--- src/rtl/bitop_pkg.sv ---
package bitop_pkg;

   typedef enum logic [2:0] {
      ST_IDLE  = 3'd0,
      ST_READ  = 3'd1,
      ST_EVAL  = 3'd2,
      ST_WRITE = 3'd3,
      ST_FIN   = 3'd4
   } bitop_state_e;

endpackage

--- src/rtl/bitop_decode.sv ---
module bitop_decode #(
   parameter int OPC_W = 8,
   parameter int IDX_W = 3
) (
   input  logic [OPC_W-1:0] opcode,
   output logic             valid,
   output logic             is_test,
   output logic             polarity,
   output logic [IDX_W-1:0] idx
);
   localparam int CLS_W = OPC_W - IDX_W - 1;

   logic [CLS_W-1:0] cls;

   assign cls      = opcode[OPC_W-1 -: CLS_W];
   assign valid    = (cls[CLS_W-1:1] == '0);
   assign is_test  = ~cls[0];
   assign polarity = opcode[0];
   assign idx      = opcode[IDX_W:1];
endmodule

--- src/rtl/bitop_modify.sv ---
module bitop_modify #(
   parameter int DATA_W = 8,
   parameter int IDX_W  = 3
) (
   input  logic [DATA_W-1:0] din,
   input  logic [IDX_W-1:0]  idx,
   input  logic              polarity,
   output logic [DATA_W-1:0] dout,
   output logic              sel_bit
);
   assign sel_bit = din[idx];

   for (genvar i = 0; i < DATA_W; i++) begin : g_bit
      assign dout[i] = (idx == IDX_W'(i)) ? ~polarity : din[i];
   end
endmodule

--- src/rtl/bitop_target.sv ---
module bitop_target #(
   parameter int PC_W  = 16,
   parameter int OFF_W = 8
) (
   input  logic [PC_W-1:0]  pc,
   input  logic [OFF_W-1:0] off,
   output logic [PC_W-1:0]  target
);
   if (PC_W > OFF_W) begin : g_sext
      assign target = pc + {{(PC_W-OFF_W){off[OFF_W-1]}}, off};
   end else begin : g_trunc
      assign target = pc + off[PC_W-1:0];
   end
endmodule

--- src/rtl/bitop_unit.sv ---
module bitop_unit
   import bitop_pkg::*;
#(
   parameter int OPC_W  = 8,
   parameter int DATA_W = 8,
   parameter int ADDR_W = 8,
   parameter int PC_W   = 16,
   parameter int OFF_W  = 8
) (
   input  logic              clk,
   input  logic              rst_n,
   input  logic              start_i,
   input  logic [OPC_W-1:0]  opcode_i,
   input  logic [ADDR_W-1:0] addr_i,
   input  logic [OFF_W-1:0]  offset_i,
   input  logic [PC_W-1:0]   pc_i,
   output logic              mem_rd_o,
   output logic              mem_wr_o,
   output logic [ADDR_W-1:0] mem_addr_o,
   output logic [DATA_W-1:0] mem_wdata_o,
   input  logic [DATA_W-1:0] mem_rdata_i,
   output logic              busy_o,
   output logic              done_o,
   output logic              taken_o,
   output logic              carry_o,
   output logic [PC_W-1:0]   pc_next_o
);
   localparam int IDX_W = $clog2(DATA_W);

   initial begin
      if (DATA_W != (1 << IDX_W))
         $fatal(1, "bitop_unit: DATA_W must be a power of two");
      if (OPC_W < IDX_W + 3)
         $fatal(1, "bitop_unit: OPC_W too narrow for class, index and polarity");
      if (OFF_W < 2)
         $fatal(1, "bitop_unit: OFF_W too narrow");
   end

   bitop_state_e state_q, state_d;

   logic              dec_valid, dec_test, dec_pol;
   logic [IDX_W-1:0]  dec_idx;
   logic              op_test_q, op_pol_q;
   logic [IDX_W-1:0]  op_idx_q;
   logic [ADDR_W-1:0] op_addr_q;
   logic [OFF_W-1:0]  op_off_q;
   logic [PC_W-1:0]   op_pc_q;
   logic [DATA_W-1:0] wdata_q, mod_byte;
   logic              sel_bit, hit;
   logic              taken_q, carry_q;
   logic [PC_W-1:0]   pc_next_q, jump_pc;
   logic              accept;

   bitop_decode #(.OPC_W(OPC_W), .IDX_W(IDX_W)) u_dec (
      .opcode   (opcode_i),
      .valid    (dec_valid),
      .is_test  (dec_test),
      .polarity (dec_pol),
      .idx      (dec_idx)
   );

   bitop_modify #(.DATA_W(DATA_W), .IDX_W(IDX_W)) u_mod (
      .din      (mem_rdata_i),
      .idx      (op_idx_q),
      .polarity (op_pol_q),
      .dout     (mod_byte),
      .sel_bit  (sel_bit)
   );

   bitop_target #(.PC_W(PC_W), .OFF_W(OFF_W)) u_tgt (
      .pc     (op_pc_q),
      .off    (op_off_q),
      .target (jump_pc)
   );

   assign accept = (state_q == ST_IDLE) && start_i && dec_valid;
   assign hit    = sel_bit ^ op_pol_q;

   always_comb begin
      state_d = state_q;
      case (state_q)
         ST_IDLE:  if (accept) state_d = ST_READ;
         ST_READ:  state_d = ST_EVAL;
         ST_EVAL:  state_d = op_test_q ? ST_FIN : ST_WRITE;
         ST_WRITE: state_d = ST_FIN;
         ST_FIN:   state_d = ST_IDLE;
         default:  state_d = ST_IDLE;
      endcase
   end

   always_ff @(posedge clk) begin
      if (!rst_n) begin
         state_q   <= ST_IDLE;
         op_test_q <= 1'b0;
         op_pol_q  <= 1'b0;
         op_idx_q  <= '0;
         op_addr_q <= '0;
         op_off_q  <= '0;
         op_pc_q   <= '0;
         wdata_q   <= '0;
         taken_q   <= 1'b0;
         carry_q   <= 1'b0;
         pc_next_q <= '0;
      end else begin
         state_q <= state_d;
         if (accept) begin
            op_test_q <= dec_test;
            op_pol_q  <= dec_pol;
            op_idx_q  <= dec_idx;
            op_addr_q <= addr_i;
            op_off_q  <= offset_i;
            op_pc_q   <= pc_i;
         end
         if (state_q == ST_EVAL) begin
            if (op_test_q) begin
               taken_q   <= hit;
               carry_q   <= sel_bit;
               pc_next_q <= hit ? jump_pc : op_pc_q;
            end else begin
               wdata_q   <= mod_byte;
               taken_q   <= 1'b0;
               pc_next_q <= op_pc_q;
            end
         end
      end
   end

   assign mem_rd_o    = (state_q == ST_READ);
   assign mem_wr_o    = (state_q == ST_WRITE);
   assign mem_addr_o  = op_addr_q;
   assign mem_wdata_o = wdata_q;
   assign busy_o      = (state_q != ST_IDLE);
   assign done_o      = (state_q == ST_FIN);
   assign taken_o     = taken_q;
   assign carry_o     = carry_q;
   assign pc_next_o   = pc_next_q;
endmodule

--- config.mk ---
export PLATFORM = sky130hd
export DESIGN_NAME = bitop_unit
export DESIGN_NICKNAME = d
export VERILOG_FILES = /design/src/rtl/bitop_pkg.sv /design/src/rtl/bitop_decode.sv /design/src/rtl/bitop_modify.sv /design/src/rtl/bitop_target.sv /design/src/rtl/bitop_unit.sv
export SDC_FILE = /design/constraint.sdc
export NUM_CORES = 1
export LEC_CHECK = 0
export ABC_CLOCK_PERIOD_IN_PS = 2730
export BUFFER_PORTS_ARGS = -buffer_cell sky130_fd_sc_hd__buf_4
export CORE_ASPECT_RATIO = 0.7
export CORE_MARGIN = 5
export CORE_UTILIZATION = 53
export DETAILED_ROUTE_END_ITERATION = 12
export PLACE_DENSITY = 0.79
export SKIP_CTS_REPAIR_TIMING = 1
export SLEW_MARGIN = 20
export SYNTH_ARGS = -nofsm -noshare
export SYNTH_HDL_FRONTEND = slang
export SYNTH_SLANG_ARGS = --single-unit
--- constraint.sdc ---
create_clock -name clk -period 2.73 [get_ports clk]
set_input_delay 0 -clock clk [delete_from_list [all_inputs] [get_ports clk]]
set_output_delay 0 -clock clk [all_outputs]
set_load 0.01 [all_outputs]
* Word-level counts from Yosys, hierarchy flattened
Index checks and enable logic that the tools add are counted.
Word-level totals: register bits 66, input port bits 51, word-level logic and storage cells 53
Cells by class: add/sub/neg operators 1, magnitude comparators 1, eq/ne operators 12, multiplexer cells 16, bitwise operators 4, reductions and logical operators 8
Operator list (number):
- 2-to-1 mux 16 bit | 2
- adder 16 bit | 1
- equality test 3 bit (second input constant) | 5
- equality test 3 x 2 -> 1 bit (second input constant) | 4
- one-hot mux 3 bit (4 select lines) | 1
- 2-to-1 mux 1 bit | 10
- logical NOT 3 bit | 3
- equality test 3 x 1 -> 1 bit (second input constant) | 2
- 2-to-1 mux 3 bit | 2
- < comparator 3 x 4 -> 1 bit (second input constant) | 1
- AND reduction 2 bit | 2
- binary-select mux 1 bit (select 3 bit) | 1
- NOT 1 bit | 3
- nonzero test 3 bit | 1
- logical AND 1 bit | 2
- != test 2 bit (second input constant) | 1
- bitwise XOR 1 bit | 1

* Depth between registers and ports, before layout
Gate-level depths: netlist of the first run.
word-level depth 5, gate-level depth with buffers 8, mapped depth without buffers 7

* Modules after synthesis
Synthesis of the first run repeated with hierarchy kept, for this count alone.
Unflattened totals: cell total of the unflattened synthesis 471, area total of the unflattened synthesis 4070.2 um^2
Modules (own cells, without submodules):
- bitop_unit | times used 1, cells each 328, area each 2935.3 um^2
- bitop_target | times used 1, cells each 107, area each 853.3 um^2
- bitop_modify | times used 1, cells each 30, area each 237.7 um^2
- bitop_decode | times used 1, cells each 6, area each 43.8 um^2

* Worst setup path after synthesis of the first run
OpenSTA, ideal clock, no wires.
path type register to register, start point register op_off_q[0], end point register pc_next_q[12], in the netlist pc_next_o[12], library setup time 0.116 ns, arrival time 2.157 ns, required time 2.614 ns, path slack 0.458 ns, cell stages (with the launch flop) 8, buffers on the path 0, period minus slack after synthesis 2.272 ns, path through dfxtp_1 > ha_1 > fa_1 > a21o_1 > a311oi_1 > nor3b_1 > or4_1 > a31o_1
On the way: word-level cells in the longest chain between the ends 3
RTL lines:
- start: declaration | RTL line bitop_unit.sv:46 | logic [OFF_W-1:0] op_off_q;
- start signal: assignment | RTL line bitop_unit.sv:111 | op_off_q <= offset_i;
- adder 16 bit | RTL line bitop_target.sv:10 | assign target = pc + {{(PC_W-OFF_W){off[OFF_W-1]}}, off};
- 2-to-1 mux 16 bit | RTL line bitop_unit.sv:118 | pc_next_q <= hit ? jump_pc : op_pc_q;
- 2-to-1 mux 16 bit | RTL line bitop_unit.sv:115 | if (op_test_q) begin
- end signal: assignment | RTL line bitop_unit.sv:118
- end signal: assignment | RTL line bitop_unit.sv:122 | pc_next_q <= op_pc_q;
- end: declaration | RTL line bitop_unit.sv:51 | logic [PC_W-1:0] pc_next_q, jump_pc;
No other way between the ends. A chain may end at the register's enable or synchronous reset.

* Worst setup path in the final report of the first run
Same ends and word-level chain as after synthesis.

==> results.yml, run 1 <==
run_status:
  status: "finished, final reports clean"
timing:
  period_needed_ns: 2.48
  max-slew-margin-rel: 0.393
  hold_viol_final: 0
  timing.fmax_mhz: 403
  setup_viol: 0
  tightest_slew_ns: 0.909
  rsz0062_at_grt: "false"
  final_max_slew_viol_count: 0
  fin_crit_sh: 0.909
  tns_ns: 0
  finClkSkew_ns: 0.00777
die:
  die_area_sq_um: 8520
  coreArea_sq_um: 6660
  start_util: 0.537
  num_rows: 25
  die_w_um: 108
  ios: 89
  die_h_um: 78.7
finish:
  fin_nets: 625
  drive_gt1_frac: 0.229
  stdcell_count: 657
  syn_to_final_growth_pct: 36.1
  mostFrequentLayoutCell: "nand2_1"
  num_antenna_cells: 0
  final_cell_mix: "99 x nand2_1, 96 x buf_4, 66 x dfxtp_1"
  fillerInstances: 514
pwr:
  p_clk_frac: 0.413
  intPower_w: 0.00165
  swShare: 0.251
  power_frac_comb: 0.129
  p_leak_nw: 1.99
  irDropWorstVdd_uv: 393
  power_density_nw_per_um2: 454
  seqPwrFrac: 0.458
  p_sw_w: 0.000555
clock_tree:
  cts.clk_slew.worst_paths_ns: 0.08
  cts_tree: "yes"
  cts_made_buffers: 9
  cts.sinks: 66
  clock_latency_ns: 0.36
  cts_max_level: 3
  root_buffer: "clkbuf_8"
  clock_path_buffers: 2
grt:
  grt_antenna_before_repair: 0
  grt.total_usage: 0.237
  grt_pass1_vias: 3374
  grt_pass1_wl_um: 16100
  grt_overflow: 0
  grt_max_degree: 55
drt:
  ant_nets: 0
  routedWlPerCell_um: 16.3
  drt_iter0_markers: 187
  via_count: 3733
  totalWireLength_um: 10700
  detail_route.first_pass.iterations: 5
  vias_per_cell: 5.68
  drc: 0
synth:
  postSynth.asyncResetShare: 0
  synth_nets: 514
  ys.flop_type: "dfxtp_1"
  yosysWarnings: 0
  synth_edf_count: 0
  syn_avg_cell_area_sq_um: 8.00
  synth_cells: 447
  yosys_register_bits: 66
  yosysSeqAreaShare: 0.369
  syn_area_sq_um: 3580
  synth.distinct_cells: 63
worst_setup_path:
  critPathKind: "flop to flop"
  start_kind: "flop"
  worstSetupEndpointType: "flop"
  critPathMaxFanout: 4
  crit_required_ns: 2.99
  cp_data_arrival_time_ns: 2.74
placement:
  hpwl_um: 6930
  port_buffers: 88
  place_inst: 604
  gp_congestion: 0.973
hold_path:
  hold_class: "primary input to flop"
job:
  drv_cap: 0
[stage by stage]
stage,total power (W),util,worst slack [ns],hold slack [ns],cell area [sq um]
final,0.00221,0.731,0.250,0.0228,4870
after global routing,0.00230,0.731,0.0820,0.0288,4870
after CTS,0.00217,0.675,0.261,-0.183,4500
after detailed placement,0.00127,0.643,0.272,0.194,4280
after global placement,0.00126,0.643,0.344,0.191,4280
after floorplan,0.00116,-,0.458,0.0957,3580
[sequential cells by signal, summed over array words and instances, names as in the netlist]
register and flops:
op_idx_q 3, op_pc_q 16, taken_o 1, state_q 3, mem_addr_o 8, mem_wdata_o 8, op_off_q 8, op_pol_q 1
carry_o 1, pc_next_o 16, op_test_q 1
[cell type report]
type / instances / area, sq um / share of cell area
Tap cell: 94 / 118 / 0.0242
Clock buffer: 9 / 124 / 0.0254
Clock inverter: 7 / 93.8 / 0.0193
Timing Repair Buffer: 133 / 1090 / 0.224
Sequential cell: 66 / 1320 / 0.271
Multi-Input combinational cell: 345 / 2110 / 0.433
Inverter: 3 / 11.3 / 0.00231
[per-layer routing]
layer | up-vias | wire, um | GRT usage | share of wire
met5 | - | 0 | 0 | 0
met4 | 0 | 195 | 0.0731 | 0.018
met3 | 22 | 754 | 0.0682 | 0.070
met2 | 128 | 5110 | 0.388 | 0.48
met1 | 1755 | 4650 | 0.302 | 0.43
li1 | 1828 | - | - | -
[worst max-delay path: stages, from the launching register on]
cell	delay [ns]
dfxtp_1	0.33
ha_1	0.24
fa_1	0.42
a21o_1	0.22
a311oi_1	0.41
nor3b_1	0.16
or4_1	0.41
a31o_1	0.18
[worst paths after layout]
check,startpoint,depth (start not counted),end,slack [ns]
worst max-delay path,op_off_q[0],7,pc_next_o[12],0.25
worst min-delay path,rst_n,3,pc_next_o[1],0.02
worst max register to register,op_off_q[0],7,pc_next_o[12],0.25
worst min register to register,mem_addr_o[1],2,mem_addr_o[1],0.46
[cells by family after synthesis]
| group | Yosys count | share of synthesized area |
|---|---|---|
| compound gates | 130 | 0.231 |
| xor+xnor | 11 | 0.0269 |
| fa+ha+maj | 16 | 0.0581 |
| buf+inv | 36 | 0.0427 |
| flops | 66 | 0.369 |
| mux | 14 | 0.0507 |
| simple gates | 174 | 0.221 |
[cells in the mapped netlist (2+ instances only)]
master    count  area [sq um]
a31oi_1       3          18.8
nand3_1      10          50.1
a31o_1        4          35.0
nand3b_1      4          30.0
a211oi_2      2          25.0
o211ai_1      7          52.6
a21oi_1      53           265
buf_1         2          7.51
nor3_1       11          55.1
clkbuf_1     27           101
inv_1         2          7.51
a32oi_1       2          17.5
a211oi_1      8          60.1
xnor2_1       4          35.0
o311ai_0      3          26.3
buf_6         2          22.5
mux2_2        2          22.5
a41oi_1       2          17.5
nand4_1       4          25.0
mux2i_1       5          50.1
o22ai_1       2          12.5
or3_1         2          12.5
xor2_1        7          61.3
mux2_4        2          30.0
and3_1        3          18.8
nor3b_1       5          37.5
nor4_1        2          12.5
nand2_1      99           372
nand2b_1      4          25.0
o21ai_0      24           120
a21o_1        6          45.0
ha_1         15           188
nor2_1       20          75.1
buf_2         2          10.0
mux2_1        3          33.8
dfxtp_1      66          1320
and2_1        2          12.5
[power by group through the flow]
stage                     registers (W)  clock network (W)  logic (W)
final                           0.00101           0.000912   0.000285
after global routing            0.00102           0.000972   0.000309
after detailed placement        0.00103                  0   0.000236
after floorplan                 0.00103                  0   0.000124
after CTS                       0.00101           0.000926   0.000237
after global placement          0.00103                  0   0.000230
Power figures use the tool's default switching activity.
==> run 2: changes to the inputs <==
CORE_UTILIZATION = 55   (was 53)
PLACE_DENSITY = 0.81   (was 0.79)
SYNTH_HIERARCHICAL = 1   (was unset)
==> results.yml, run 2 <==
clock_tree:
  root_buffer: "clkbuf_8"
  cts_tree: "yes"
  clock_path_buffers: 2
  cts_made_buffers: 9
  cts.sinks: 66
  cts_max_level: 3
  cts.clk_slew.worst_paths_ns: 0.08
  clock_latency_ns: 0.36
die:
  num_rows: 26
  coreArea_sq_um: 7250
  start_util: 0.561
  die_h_um: 82.0
  die_area_sq_um: 9250
  ios: 89
  die_w_um: 113
drt:
  totalWireLength_um: 12000
  vias_per_cell: 5.92
  ant_nets: 0
  routedWlPerCell_um: 17.9
  via_count: 3988
  drc: 0
  drt_iter0_markers: 305
  detail_route.first_pass.iterations: 5
job:
  drv_cap: 0
timing:
  hold_viol_final: 0
  rsz0062_at_grt: "false"
  max-slew-margin-rel: 0.462
  tightest_slew_ns: 0.806
  finClkSkew_ns: 0.0113
  fin_crit_sh: 0.944
  setup_viol: 0
  holdWs_ns: 0.0128
  timing.fmax_mhz: 388
  final_max_slew_viol_count: 0
  period_needed_ns: 2.58
  tns_ns: 0
worst_setup_path:
  crit_required_ns: 3.00
  critPathMaxFanout: 4
  worstSetupEndpointType: "flop"
  start_kind: "flop"
  cp_data_arrival_time_ns: 2.85
  critPathKind: "flop to flop"
finish:
  num_antenna_cells: 0
  mostFrequentLayoutCell: "buf_4"
  drive_gt1_frac: 0.250
  fillerInstances: 559
  fin_nets: 638
  final_cell_mix: "100 x buf_4, 66 x dfxtp_1, 53 x o21ai_0"
  syn_to_final_growth_pct: 28.5
  stdcell_count: 674
pwr:
  power_density_nw_per_um2: 410
  swShare: 0.296
  p_leak_nw: 2.13
  power_frac_comb: 0.170
  p_sw_w: 0.000635
  p_clk_frac: 0.355
  seqPwrFrac: 0.475
  intPower_w: 0.00151
  irDropWorstVdd_uv: 268
synth:
  synth_edf_count: 0
  syn_avg_cell_area_sq_um: 8.64
  synth.distinct_cells: 59
  synth_cells: 471
  yosysWarnings: 6
  yosys_register_bits: 66
  postSynth.asyncResetShare: 0
  yosysTopAreaCell: "dfxtp_1"
  yosysSeqAreaShare: 0.325
  synth_area_leaders: "dfxtp_1 32%, o21ai_0 6.5%, a21boi_1 5.3%, nand3_1 5.3%, ha_1 4.6%"
  synth_nets: 538
  syn_area_sq_um: 4070
  post-synth-top-count-cell: "dfxtp_1"
  ys.flop_type: "dfxtp_1"
  synth_top_area_frac: 0.325
  synth_common_cells: "66 x dfxtp_1, 53 x o21ai_0, 43 x nand3_1, 29 x a21boi_1"
placement:
  hpwl_um: 8180
  port_buffers: 88
  gp_congestion: 0.907
  place_inst: 621
hold_path:
  hold_class: "primary input to flop"
grt:
  grt_pass1_vias: 3595
  grt_max_degree: 65
  grt_antenna_before_repair: 0
  grt_overflow: 0
  grt_pass1_wl_um: 18800
  grt.total_usage: 0.257
run_status:
  status: "finished, final reports clean"
## run 2: cell types whose count changed after synthesis, sizes merged, moves of 4 or more
cell / delta
clkbuf: -7
a21boi: +47
o211ai: -5
nor3: -4
a21o: -4
a211oi: +24
nand3: +33
o21ai: +37
buf: +22
inv: +13
nand2: -76
a31o: -4
a21oi: -44
mux2: -6
## run 2: cell type report
class | instances | area [sq um] | share of cell area
flip-flops and latches | 66 | 1320 | 0.253
clock buffers | 9 | 124 | 0.0237
well taps | 98 | 123 | 0.0234
clock inverters | 7 | 53.8 | 0.0103
repair buffers | 137 | 1120 | 0.214
multi-input cells | 341 | 2430 | 0.464
inverters | 16 | 60.1 | 0.0115
## run 2: power groups by stage
stage	sequential, W	combinational (W)	clock (W)
6_report	0.00102	0.000364	0.000762
5_1_grt	0.00102	0.000397	0.000824
4_1_cts	0.00102	0.000317	0.000778
3_5_place_dp	0.00104	0.000315	0
3_3_place_gp	0.00104	0.000310	0
2_1_floorplan	0.00104	0.000195	0
## run 2: worst paths after layout
path	start	end	slack [ns]	cells after the start
setup / recovery	op_pc_q[0]	pc_next_o[14]	0.15	9
hold / removal	mem_rdata_i[2]	mem_wdata_o[2]	0.01	5
setup reg to reg	op_pc_q[0]	pc_next_o[14]	0.15	9
hold reg to reg	mem_wdata_o[7]	mem_wdata_o[7]	0.46	2
## run 2: critical path, stage by stage, from the launching register on
cell	delay, ns
dfxtp_1	0.33
ha_1	0.25
fa_1	0.45
a21oi_4	0.21
o221ai_4	0.17
a31oi_4	0.22
or4b_1	0.45
o311ai_1	0.10
nor2_1	0.08
a211oi_1	0.23
## run 2: cells by family (layout without fill, tap and decap cells)
family | count (synthesis) | after routing | synth area share
adders and majority gates | 16 | 16 | 0.0510
muxes | 11 | 11 | 0.0335
buffers and inverters | 64 | 169 | 0.0812
and+or+nand+nor | 130 | 130 | 0.173
DFF | 66 | 66 | 0.325
AOI/OAI and AO/OA | 171 | 171 | 0.306
xor gates and xnor gates | 13 | 13 | 0.0298
## run 2: metrics by stage
| stage | worst slack [ns] | total power (W) | utilization | cell area (sq um) |
|---|---|---|---|---|
| floorplan | 0.331 | 0.00123 | - | 4070 |
| global placement | 0.230 | 0.00135 | 0.645 | 4680 |
| detailed placement | 0.182 | 0.00136 | 0.645 | 4680 |
| CTS | 0.159 | 0.00211 | 0.670 | 4860 |
| global route | 0.0408 | 0.00225 | 0.721 | 5230 |
| finish | 0.153 | 0.00215 | 0.721 | 5230 |
## run 2: per-layer routing
layer  vias up  part of all wire  global-route usage
li1       1921                 -                   -
met1      1881              0.48               0.381
met2       171              0.42               0.361
met3        15             0.087              0.0773
met4         0             0.012              0.0624
met5         -                 0                   0
